===== config.mk =====
export PLATFORM = sky130hd
export DESIGN_NAME = uart_irq_ident
export DESIGN_NICKNAME = d
export VERILOG_FILES = /design/src/rtl/uart_irq_pkg.sv /design/src/rtl/uart_irq_evt_latch.sv /design/src/rtl/uart_irq_thre_fsm.sv /design/src/rtl/uart_irq_prio.sv /design/src/rtl/uart_irq_ident.sv
export SDC_FILE = /design/constraint.sdc
export NUM_CORES = 1
export LEC_CHECK = 0
export ABC_AREA = 1
export BUFFER_PORTS_ARGS = -buffer_cell sky130_fd_sc_hd__clkbuf_2
export CAP_MARGIN = 20
export CORE_AREA = 2 2 39 41
export CTS_BUF_LIST = sky130_fd_sc_hd__clkbuf_8
export CTS_CLUSTER_SIZE = 30
export DETAILED_ROUTE_END_ITERATION = 16
export DIE_AREA = 0 0 41 43
export PLACE_DENSITY_LB_ADDON = 0.05
export SETUP_SLACK_MARGIN = 0.5
export SLEW_MARGIN = 10
export SYNTH_ARGS = -nofsm -noshare
export SYNTH_HDL_FRONTEND = slang
export SYNTH_HIERARCHICAL = 1
export SYNTH_SLANG_ARGS = --single-unit

===== constraint.sdc =====
create_clock -name clk -period 2.5 [get_ports clk]
set_input_delay 0.5 -clock clk [delete_from_list [all_inputs] [get_ports clk]]
set_output_delay 0.5 -clock clk [all_outputs]
set_load 0.02 [all_outputs]

===== src/rtl/uart_irq_pkg.sv =====
package uart_irq_pkg;

    typedef enum logic [1:0] {
        THRE_FULL   = 2'd0,
        THRE_ARMED  = 2'd1,
        THRE_SERVED = 2'd2
    } thre_state_e;

    localparam int CODE_W = 4;

    localparam logic [CODE_W-1:0] CODE_NONE    = 4'h1;
    localparam logic [CODE_W-1:0] CODE_LINE    = 4'h6;
    localparam logic [CODE_W-1:0] CODE_RXDATA  = 4'h4;
    localparam logic [CODE_W-1:0] CODE_TIMEOUT = 4'hC;
    localparam logic [CODE_W-1:0] CODE_THRE    = 4'h2;
    localparam logic [CODE_W-1:0] CODE_MODEM   = 4'h0;

    localparam int EN_W     = 4;
    localparam int EN_RX    = 0;
    localparam int EN_THRE  = 1;
    localparam int EN_LINE  = 2;
    localparam int EN_MODEM = 3;

endpackage


===== src/rtl/uart_irq_evt_latch.sv =====
module uart_irq_evt_latch #(
    parameter int NUM_EVT = 3
) (
    input  logic               clk,
    input  logic               rst_n,
    input  logic [NUM_EVT-1:0] set_i,
    input  logic [NUM_EVT-1:0] clr_i,
    output logic [NUM_EVT-1:0] pend_o
);

    // one sticky flag per event source; a new event beats its clear
    for (genvar g = 0; g < NUM_EVT; g++) begin : g_flag
        always_ff @(posedge clk or negedge rst_n) begin
            if (!rst_n) begin
                pend_o[g] <= 1'b0;
            end else if (set_i[g]) begin
                pend_o[g] <= 1'b1;
            end else if (clr_i[g]) begin
                pend_o[g] <= 1'b0;
            end
        end
    end

endmodule


===== src/rtl/uart_irq_thre_fsm.sv =====
module uart_irq_thre_fsm
    import uart_irq_pkg::*;
(
    input  logic        clk,
    input  logic        rst_n,
    input  logic        thr_empty_i,
    input  logic        thre_en_i,
    input  logic        wr_thr_i,
    input  logic        ack_i,
    output thre_state_e state_o,
    output logic        req_o
);

    thre_state_e state_q, state_d;
    logic        empty_prev_q;
    logic        en_prev_q;
    logic        empty_rise;
    logic        en_rise;

    assign empty_rise = thr_empty_i && !empty_prev_q;
    assign en_rise    = thre_en_i && !en_prev_q;

    always_comb begin
        state_d = state_q;
        unique case (state_q)
            THRE_FULL: begin
                if (empty_rise && !wr_thr_i) state_d = THRE_ARMED;
            end
            THRE_ARMED: begin
                if (wr_thr_i || !thr_empty_i) state_d = THRE_FULL;
                else if (ack_i)               state_d = THRE_SERVED;
            end
            THRE_SERVED: begin
                if (wr_thr_i || !thr_empty_i) state_d = THRE_FULL;
                else if (en_rise)             state_d = THRE_ARMED;
            end
            default: state_d = THRE_FULL;
        endcase
    end

    // state register and edge-detect history
    always_ff @(posedge clk or negedge rst_n) begin
        if (!rst_n) begin
            state_q      <= THRE_SERVED;
            empty_prev_q <= 1'b1;
            en_prev_q    <= 1'b0;
        end else begin
            state_q      <= state_d;
            empty_prev_q <= thr_empty_i;
            en_prev_q    <= thre_en_i;
        end
    end

    // outputs
    always_comb begin
        state_o = state_q;
        req_o   = (state_q == THRE_ARMED);
    end

endmodule


===== src/rtl/uart_irq_prio.sv =====
module uart_irq_prio
    import uart_irq_pkg::*;
(
    input  logic              line_i,
    input  logic              rx_i,
    input  logic              tmo_i,
    input  logic              thre_i,
    input  logic              modem_i,
    input  logic [EN_W-1:0]   ier_i,
    output logic [CODE_W-1:0] code_o
);

    always_comb begin
        if (line_i && ier_i[EN_LINE]) begin
            code_o = CODE_LINE;
        end else if (rx_i && ier_i[EN_RX]) begin
            code_o = CODE_RXDATA;
        end else if (tmo_i && ier_i[EN_RX]) begin
            code_o = CODE_TIMEOUT;
        end else if (thre_i && ier_i[EN_THRE]) begin
            code_o = CODE_THRE;
        end else if (modem_i && ier_i[EN_MODEM]) begin
            code_o = CODE_MODEM;
        end else begin
            code_o = CODE_NONE;
        end
    end

endmodule


===== src/rtl/uart_irq_ident.sv =====
module uart_irq_ident
    import uart_irq_pkg::*;
#(
    parameter int IIR_W = 8
) (
    input  logic             clk,
    input  logic             rst_n,
    input  logic             line_evt,
    input  logic             rx_avail,
    input  logic             tmo_evt,
    input  logic             thr_empty,
    input  logic             modem_evt,
    input  logic [EN_W-1:0]  ier_en,
    input  logic             fifo_on,
    input  logic             rd_iir,
    input  logic             rd_lsr,
    input  logic             rd_rbr,
    input  logic             wr_thr,
    input  logic             rd_msr,
    output logic [IIR_W-1:0] iir_value,
    output logic             irq
);

    localparam int NUM_EVT  = 3;
    localparam int IX_LINE  = 0;
    localparam int IX_TMO   = 1;
    localparam int IX_MODEM = 2;
    localparam int MARK_W   = 2;
    localparam int GAP_W    = IIR_W - CODE_W - MARK_W;

    logic [NUM_EVT-1:0] evt_set;
    logic [NUM_EVT-1:0] evt_clr;
    logic [NUM_EVT-1:0] evt_pend;
    logic               line_pend;
    logic               thre_req;
    logic               thre_ack;
    thre_state_e        thre_state;
    logic [CODE_W-1:0]  code_next;
    logic [IIR_W-1:0]   iir_q;
    logic               irq_q;

    assign evt_set[IX_LINE]  = line_evt;
    assign evt_set[IX_TMO]   = tmo_evt;
    assign evt_set[IX_MODEM] = modem_evt;
    assign evt_clr[IX_LINE]  = rd_lsr;
    assign evt_clr[IX_TMO]   = rd_rbr;
    assign evt_clr[IX_MODEM] = rd_msr;
    assign line_pend         = evt_pend[IX_LINE];

    uart_irq_evt_latch #(
        .NUM_EVT (NUM_EVT)
    ) u_evt (
        .clk    (clk),
        .rst_n  (rst_n),
        .set_i  (evt_set),
        .clr_i  (evt_clr),
        .pend_o (evt_pend)
    );

    // the read returns iir_q, so the acknowledge compares against it
    assign thre_ack = rd_iir && (iir_q[CODE_W-1:0] == CODE_THRE);

    uart_irq_thre_fsm u_thre (
        .clk         (clk),
        .rst_n       (rst_n),
        .thr_empty_i (thr_empty),
        .thre_en_i   (ier_en[EN_THRE]),
        .wr_thr_i    (wr_thr),
        .ack_i       (thre_ack),
        .state_o     (thre_state),
        .req_o       (thre_req)
    );

    uart_irq_prio u_prio (
        .line_i  (evt_pend[IX_LINE]),
        .rx_i    (rx_avail),
        .tmo_i   (evt_pend[IX_TMO]),
        .thre_i  (thre_req),
        .modem_i (evt_pend[IX_MODEM]),
        .ier_i   (ier_en),
        .code_o  (code_next)
    );

    always_ff @(posedge clk or negedge rst_n) begin
        if (!rst_n) begin
            iir_q <= {{(IIR_W-CODE_W){1'b0}}, CODE_NONE};
            irq_q <= 1'b0;
        end else begin
            iir_q <= {{MARK_W{fifo_on}}, {GAP_W{1'b0}}, code_next};
            irq_q <= ~code_next[0];
        end
    end

    assign iir_value = iir_q;
    assign irq       = irq_q;

endmodule


After elaboration in Yosys (flattened, before gate mapping)
Index checks and enable logic that the tools add are counted.
{"block": "word_totals", "ff_bits": 13, "input_bits": 17, "word_cells": 51, "output_inout_bits": 9}
{"block": "op_classes", "reduce_logical": 19, "muxes": 17, "eq_ne": 6, "n_bitwise": 1}
{"op": "4-bit two-way mux", "n": 4}
{"op": "2-bit two-way mux", "n": 5}
{"op": "1-bit logical AND", "n": 9}
{"op": "1-bit two-way mux", "n": 7}
{"op": "2-bit case mux with 3 select lines", "n": 1}
{"op": "2-bit nonzero test", "n": 3}
{"op": "4-bit by 2-bit equality test with 1-bit output (second input constant)", "n": 1}
{"op": "1-bit logical NOT", "n": 4}
{"op": "3-bit by 1-bit != test with 1-bit output (second input constant)", "n": 1}
{"op": "3-bit != test (second input constant)", "n": 1}
{"op": "3-bit AND reduction", "n": 1}
{"op": "2-bit by 1-bit equality test with 1-bit output (second input constant)", "n": 1}
{"op": "2-bit equality test (second input constant)", "n": 1}
{"op": "2-bit logical NOT", "n": 1}
{"op": "2-bit by 1-bit != test with 1-bit output (second input constant)", "n": 1}
{"op": "1-bit logical OR", "n": 1}
{"op": "1-bit NOT", "n": 1}

Depth between registers and ports, before layout
Gate-level depths: netlist (run 1).
{"block": "logic_depth", "depth_word": 7, "ltp_mapped": 6, "ltp_nobuf": 6}

Cells and area by module
Netlist (run 1), hierarchy kept.
{"mod": "uart_irq_ident", "cells_per_inst": 17, "area_per_inst_um2": 212.7, "instances": 1, "seq_area_each_um2": 151.4}
{"mod": "uart_irq_thre_fsm", "cells_per_inst": 25, "area_per_inst_um2": 200.2, "instances": 1, "seq_area_each_um2": 102.6}
{"mod": "uart_irq_evt_latch", "cells_per_inst": 15, "area_per_inst_um2": 120.1, "instances": 1, "seq_area_each_um2": 75.1}
{"mod": "uart_irq_prio", "cells_per_inst": 12, "area_per_inst_um2": 68.8, "instances": 1, "seq_area_each_um2": 0.0}

Worst setup path after synthesis (run 1)
No wires, ideal clock.
{"block": "synth_timing", "kind": "register to output", "from": "reg, netlist name iir_value[6]", "to": "out iir_value[7]", "path_slack_ns": 1.387, "required_time_ns": 2.000, "path_buffers": 1, "arrival_ns": 0.613, "stages_incl_launch_ff": 2, "cell_sequence": "dfrtp_1 -> buf_4"}
{"element": "end: declaration", "line_no": "uart_irq_ident.sv:20", "rtl": "output logic [IIR_W-1:0] iir_value,"}
No word-level cell between the ends.

Worst setup path in the final report (run 1)
{"block": "layout_timing", "from": "reg iir_q[0] (netlist: iir_value[0])", "to": "out iir_value[0]"}
{"element": "start: declaration", "line_no": "uart_irq_ident.sv:39", "rtl": "logic [IIR_W-1:0] iir_q;"}
{"element": "start signal: assignment", "line_no": "uart_irq_ident.sv:86", "rtl": "iir_q <= {{(IIR_W-CODE_W){1'b0}}, CODE_NONE};"}
{"element": "start signal: assignment", "line_no": "uart_irq_ident.sv:89", "rtl": "iir_q <= {{MARK_W{fifo_on}}, {GAP_W{1'b0}}, code_next};"}
No word-level cell between the ends.

==> out/qor.csv, run 1 <==
stage,metric,value,unit
sta,finalCriticalPeriod,1410,ps
sta,fin_tns_setup,0,ps
floorplanning,die_y,43,um
synthesis,synth_edf_count,0,
routing,vias,456,
synthesis,netlist_area,602,um^2
worst_setup_path,critical_path.top_delay_family,flip-flops,
grt,use_met2,17.8,%
run_status,outcome,completed,
routing,dr.pass1.iters,3,
worst_setup_path,end_kind,output port,
sta,setup_viol,0,
synthesis,ys_types,16,
sta,max_freq,708,MHz
floorplanning,dieArea,0.00176,mm^2
final_layout,synthToLayoutAreaGrowth,26.8,%
synthesis,ys_seq_area_share,54.7,%
routing,drc,0,
placed_design,io_buffers,23,
final_layout,nNetsFinal,112,
cts,cts_sinks,13,
synthesis,ys.flop_type,dfrtp_1,
cts,ctsResizeCount,0,
sta,skew,1.45,ps
synthesis,avgSynthCellArea,8.72,um^2
job,max_cap_viol_count,0,
placed_design,place_inst,106,
worst_setup_path,path_buf_inv,1,
synthesis,synthMostInstantiatedCell,nand2_1,
synthesis,synth_cells,69,
floorplanning,pin_count,26,
cts,cts_root_buf,clkbuf_8,
synthesis,yosys.area.top_type,dfrtp_1,
placed_design,gp_congestion,0.671,
worst_setup_path,worstSetupStartpointType,flip-flop,
cts,clk_pin_slew_worst_paths,50,ps
pwr,p_leak,0.447,nW
cts,cts-hold-fix-buffers,0,
placed_design,dp_hpwl,739,um
routing,ant_nets,0,
routing,viasPerCell,4.15,
synthesis,yosys.area.top_type_share,41.6,%
grt,antenna_found_initial,0,
sta,rsz0062_at_grt,no,
grt,grt_usage,12.3,%
worst_setup_path,path_max_fanout,2,
final_layout,antenna_cells,0,
sta,hold_viol_final,0,
floorplanning,initial_utilization,43.5,%
grt,grt_pass1_wl,1.44,mm
synthesis,synthTopCellsByCount,"nand2_1, inv_1, dfrtp_1",
worst_setup_path,worstSetupPathType,flip-flop to output port,
worst_setup_path,critPathMaxStageDelay,520,ps
worst_setup_path,crit_chain,clkbuf_2,
cts,numCtsBuffers,3,
floorplanning,core_region_area,0.00138,mm^2
sta,period_share,56.5,%
worst_setup_path,critical_path_required,2000,ps
cts,cts_setup_buffers,0,
grt,busiest_layer,met2,
min_path,hold_class,input pin to asynchronous set/reset pin,
routing,wl_per_cell,8.15,um
final_layout,finalNonFillerCells,110,
cts,cts_tree,yes,
grt,first_global_vias,369,
sta,finalMaxSlewViolations,0,
cts,clock_latency,240,ps
grt,grt_max_degree,14,
pwr,p_per_area,619,mW/mm^2
floorplanning,rows,14,
synthesis,ys_ff_latch,13,
cts,htree_levels,1,
pwr,max-vdd-ir-drop,0.305,mV
synthesis,synth_area_leaders,"dfrtp_1, dfstp_2, nand2_1",
floorplanning,die_x,41,um
worst_setup_path,arrival,910,ps
synthesis,async_flop_share,100,%
grt,overflow,0,
final_layout,drive_above_1_share,41.5,%
worst_setup_path,cp_slowest_cell,dfstp_2,
cts,clk_path_buf_depth,2,
routing,first_iter_violations,3,
routing,routed_wl,897,um
grt,grt_use_met1,15.7,%
grt,met3_usage,3.14,%
synthesis,yosysWarningCount,6,
[where the power goes]
group          internal [mW]  switching (mW)
logic                 0.0248          0.0399
clock network          0.108          0.0680
registers              0.225         0.00619
[cell usage in the layout (no fill, tap or decap), drive strengths merged]
master  netlist  routed
nor2          6       6
nand2        23      23
nor3b         1       1
dfrtp        10      10
inv          15      16
conb          1       2
clkbuf        0      26
nand4         1       1
nand3         5       5
nand3b        1       1
dfstp         3       3
[layout make-up]
class                   count  area [um^2]
clock buffers               3         41.3
clock inverters             1         3.75
well taps                  16         20.0
multi-input cells          39          198
repair buffers             23          115
flip-flops and latches     13          329
fillers                   148          621
inverters                  15         56.3
[path summary, 6_finish.rpt]
check,cells after the start,to,start,slack (ps)
worst max-delay path,1,iir_value[0],iir_value[0],1090
worst min-delay path,1,iir_value[6],rst_n,140
worst max register to register,5,irq,u_thre/state_o[1],1450
worst min register to register,2,u_evt/pend_o[2],u_evt/pend_o[2],470
max in group asynchronous,1,iir_value[0],rst_n,2070
min in group clk,1,u_thre/empty_prev_q,thr_empty,350
[metal layers]
| metal | wire, um | vias up |
|---|---|---|
| met5 | 0 | - |
| met4 | 0 | 0 |
| met3 | 57 | 0 |
| met2 | 461 | 14 |
| met1 | 378 | 197 |
| li1 | - | 245 |
[kinds of logic (layout without fill, tap and decap cells)]
| group | count (synthesis) | count (layout) | share of synthesized area (%) |
|---|---|---|---|
| other cells | 1 | 2 | 0.623 |
| simple gates | 37 | 37 | 31.6 |
| buf+inv | 18 | 42 | 13.1 |
| flops | 13 | 13 | 54.7 |
[sequential cells by signal, indices dropped and copies added (netlist names)]
signal	count
u_thre/empty_prev_q	1
irq	1
u_evt/pend_o	3
u_thre/en_prev_q	1
iir_value	5
u_thre/state_o	2
[metrics by stage]
stage | power, mW | utilization [%] | hold slack [ps] | worst slack, ps | instance area, um^2
after global placement | 0.300 | 51.9 | 409 | 1340 | 718
after floorplan | 0.276 | - | 204 | 1390 | 606
after CTS | 0.485 | 55.2 | 149 | 1070 | 763
final | 0.472 | 55.2 | 141 | 1090 | 763
after global routing | 0.504 | 55.2 | 155 | 1050 | 763
after detailed placement | 0.301 | 51.9 | 408 | 1340 | 718
[worst reg2reg max path, stage by stage, from the launching register on]
cell and delay (ps):
dfstp_2 560, nor2_1 70, nand2_1 90, nand2_1 60
nor2_2 120, inv_1 40
Power figures use the tool's default switching activity.
==> run 2, diff against run 1 <==
--- a/config.mk
+++ b/config.mk
@@ -5,7 +5,7 @@
 export SDC_FILE = /design/constraint.sdc
 export NUM_CORES = 1
 export LEC_CHECK = 0
-export ABC_AREA = 1
+export ABC_AREA = 0
 export BUFFER_PORTS_ARGS = -buffer_cell sky130_fd_sc_hd__clkbuf_2
 export CAP_MARGIN = 20
 export CORE_AREA = 2 2 39 41
==> constraint.sdc (replaced) <==
create_clock -name clk -period 1.3 [get_ports clk]
set_input_delay 0.26 -clock clk [delete_from_list [all_inputs] [get_ports clk]]
set_output_delay 0.26 -clock clk [all_outputs]
set_load 0.02 [all_outputs]
==> run 2 against run 1 <==
  * Synthesized area down 11%
  * Worst setup slack got worse by 940 ps
  * Flip-flop and latch count unchanged
  * Sequential power grew 94%
  * Design area up 3.0%
  * Critical endpoint unchanged
  * Clock skew increased by 2.1 ps
==> out/qor.csv, run 2 <==
stage,metric,value,unit,change
job,max_cap_viol_count,0,,unchanged
sta,rsz0062_at_grt,yes,,was no
worst_setup_path,worstSetupPathType,flip-flop to output port,,unchanged
synthesis,ys_ff_latch,13,,unchanged
sta,fin_tns_setup,0,ps,unchanged
placed_design,gp_congestion,0.657,,was 0.671
routing,viasPerCell,4.61,,was 4.15
sta,period_share,88.7,%,
synthesis,synth_edf_count,0,,unchanged
sta,finalCriticalPeriod,1150,ps,
worst_setup_path,crit_chain,clkbuf_8,,was clkbuf_2
worst_setup_path,critPathMaxStageDelay,520,ps,about the same
cts,cts_sinks,13,,unchanged
pwr,p_sw,0.210,mW,was 0.114 mW
final_layout,antenna_cells,0,,unchanged
worst_setup_path,path_max_fanout,2,,unchanged
pwr,max-vdd-ir-drop,0.791,mV,was 0.305 mV
floorplanning,die_x,41,um,unchanged
routing,drc,0,,unchanged
routing,ant_nets,0,,unchanged
routing,dr.pass1.iters,4,,was 3
synthesis,avgSynthCellArea,12.1,um^2,was 8.72 um^2
synthesis,synth_area_leaders,"dfrtp_1, dfstp_2, a21o_1",,"was dfrtp_1, dfstp_2, nand2_1"
grt,grt_max_degree,14,,unchanged
routing,top_layer,met3,,unchanged
cts,clk_path_buf_depth,2,,unchanged
sta,finalMaxSlewViolations,0,,unchanged
grt,first_global_vias,357,,was 369
pwr,p_per_area,1180,mW/mm^2,was 619 mW/mm^2
grt,overflow,0,,unchanged
min_path,hold-path-cell-count,1,,
final_layout,fill_cells,131,,was 148
routing,wl_per_cell,10.4,um,was 8.15 um
cts,clk_pin_slew_worst_paths,50,ps,about the same
cts,numCtsBuffers,3,,unchanged
worst_setup_path,critical_path.top_delay_family,flip-flops,,unchanged
sta,skew,3.57,ps,was 1.45 ps
final_layout,register_area,330,um^2,was 329 um^2
placed_design,dp_hpwl,725,um,was 739 um
final_layout,layout_commonest_cell,clkbuf_2,,unchanged
sta,max_freq,867,MHz,
worst_setup_path,path_buf_inv,1,,unchanged
worst_setup_path,cp_slowest_cell,dfstp_2,,unchanged
final_layout,nNetsFinal,91,,was 112
cts,cts_root_buf,clkbuf_8,,unchanged
placed_design,io_buffers,23,,unchanged
synthesis,async_flop_share,100,%,unchanged
routing,routed_wl,923,um,was 897 um
synthesis,ys_seq_area_share,61.7,%,was 54.7%
sta,setup_viol,0,,unchanged
grt,antenna_found_initial,0,,unchanged
final_layout,drive_above_1_share,53.4,%,was 41.5%
pwr,p_comb_share,14.8,%,was 13.7%
floorplanning,pin_count,26,,unchanged
synthesis,synthTopCellsByCount,"dfrtp_1, inv_1",,"was nand2_1, inv_1, dfrtp_1"
routing,met3_length,61,um,was 57 um
final_layout,synthToLayoutAreaGrowth,47.4,%,was 26.8%
routing,dr_wl_met2,467,um,was 461 um
grt,grt_usage,13.4,%,was 12.3%
synthesis,netlist_area,533,um^2,was 602 um^2
floorplanning,core_region_area,0.00138,mm^2,unchanged
routing,first_iter_violations,8,,was 3
floorplanning,die_y,43,um,unchanged
final_layout,mostFrequentLayoutCells,"clkbuf_2, dfrtp_1, inv_1, buf_6, clkbuf_8",,"was clkbuf_2, nand2_1, inv_1"
worst_setup_path,cp_num_cells,1,,unchanged
pwr,p_leak,0.404,nW,was 0.447 nW
cts,cts_tree,yes,,unchanged
synthesis,yosysWarningCount,6,,unchanged
final_layout,largest_reg_flops,5,,unchanged
min_path,hold_class,input pin to flip-flop,,was input pin to asynchronous set/reset pin
pwr,finalPower,0.924,mW,was 0.472 mW
pwr,pwr-share-clk,36.4,%,was 37.2%
pwr,p_sw_share,22.8,%,was 24.1%
cts,clock_latency,240,ps,about the same
grt,grt_pass1_wl,1.52,mm,was 1.44 mm
routing,wl_met1,394,um,was 378 um
worst_setup_path,r2r_cells,4,,was 5
run_status,outcome,completed,,unchanged
pwr,p_int,0.713,mW,was 0.358 mW
worst_setup_path,end_kind,output port,,unchanged
synthesis,synthMostInstantiatedCell,dfrtp_1,,was nand2_1
floorplanning,initial_utilization,38.5,%,was 43.5%
final_layout,multi_input_area,178,um^2,was 198 um^2
synthesis,synth_cells,44,,was 69
cts,htree_levels,1,,unchanged
synthesis,ys_types,21,,was 16
worst_setup_path,worstSetupStartpointType,flip-flop,,unchanged
synthesis,yosys.area.top_type_share,46.9,%,was 41.6%
floorplanning,dieArea,0.00176,mm^2,unchanged
worst_setup_path,critical_path_required,1040,ps,was 2000 ps
synthesis,ys.flop_type,dfrtp_1,,unchanged
synthesis,yosys.area.top_type,dfrtp_1,,unchanged
worst_setup_path,arrival,890,ps,was 910 ps
routing,vias,410,,was 456
pwr,seqPwrFrac,48.8,%,was 49.1%
sta,hold_viol_final,0,,unchanged
floorplanning,rows,14,,unchanged
==> run 2: changes by cell type in the layout (fill, tap and decap cells not counted), sizes merged, moves of 5 or more <==
cell	change
nand2	-21
buf	+10
inv	-10
clkbuf	-7
nor2	-6
nand3	-5
==> run 2: final cells by class <==
type / instances / share of cell area (%)
sequential: 13 / 42.0
multi-input combinational: 24 / 22.6
clock buffer: 3 / 5.25
tap: 16 / 2.55
inverter: 5 / 2.39
timing repair buffer: 27 / 24.7
clock inverter: 1 / 0.478
==> run 2: power by group through the flow <==
stage / Clock, mW / Sequential (mW) / Combinational, mW
final: 0.336 / 0.451 / 0.136
after global routing: 0.374 / 0.453 / 0.151
after CTS: 0.351 / 0.448 / 0.119
after detailed placement: 0 / 0.455 / 0.109
after global placement: 0 / 0.454 / 0.110
after floorplan: 0 / 0.470 / 0.0463
==> run 2: cell families after synthesis <==
| kind of cell | count (synthesis) | share of synthesized area (%) |
|---|---|---|
| AOI/OAI and AO/OA | 10 | 14.3 |
| buffers and inverters | 8 | 7.75 |
| DFF | 13 | 61.7 |
| other | 1 | 0.704 |
| and+or+nand+nor | 12 | 15.5 |
==> run 2: metal layers <==
metal / vias to the layer above / track usage [%]
met3: 0 / 3.14
met4: 0 / 8.00
met2: 17 / 20.0
li1: 204 / -
met5: - / 0
met1: 189 / 17.0
==> run 2: through the flow <==
| stage | hold slack, ps | std cells | utilization, % | setup WS (ps) | instance area [um^2] |
|---|---|---|---|---|---|
| floorplan | -35.6 | 45 | - | 126 | 542 |
| global placement | 172 | 81 | 47.0 | 174 | 651 |
| detailed placement | 163 | 81 | 47.0 | 183 | 651 |
| CTS | 120 | 88 | 53.2 | 137 | 736 |
| global route | 113 | 89 | 56.8 | 123 | 786 |
| finish | 127 | 89 | 56.8 | 146 | 786 |
==> run 2: final timing paths <==
kind | from | to | slack [ps]
worst min-delay path | thr_empty | u_thre/empty_prev_q | 130
worst max-delay path | iir_value[0] | iir_value[0] | 150
min in group asynchronous | rst_n | u_evt/pend_o[2] | 420
worst max register to register | iir_value[0] | u_thre/state_o[0] | 170
worst min register to register | u_evt/pend_o[0] | u_evt/pend_o[0] | 520
max in group asynchronous | rst_n | iir_value[0] | 600
==> run 2: worst reg2reg max path: stages, from the launching register on <==
cell and delay, ps:
dfstp_2 520, nand3b_1 110, nor3_2 50, a211o_1 270, a21oi_2 110
==> run 2: repair_timing <==
action,CTS,global route
resized for setup,4,21
endpoints found under the setup margin,12,17
pin swaps,1,2
setup buffers,2,1
hold endpoints to repair,10,0
hold buffers,1,0
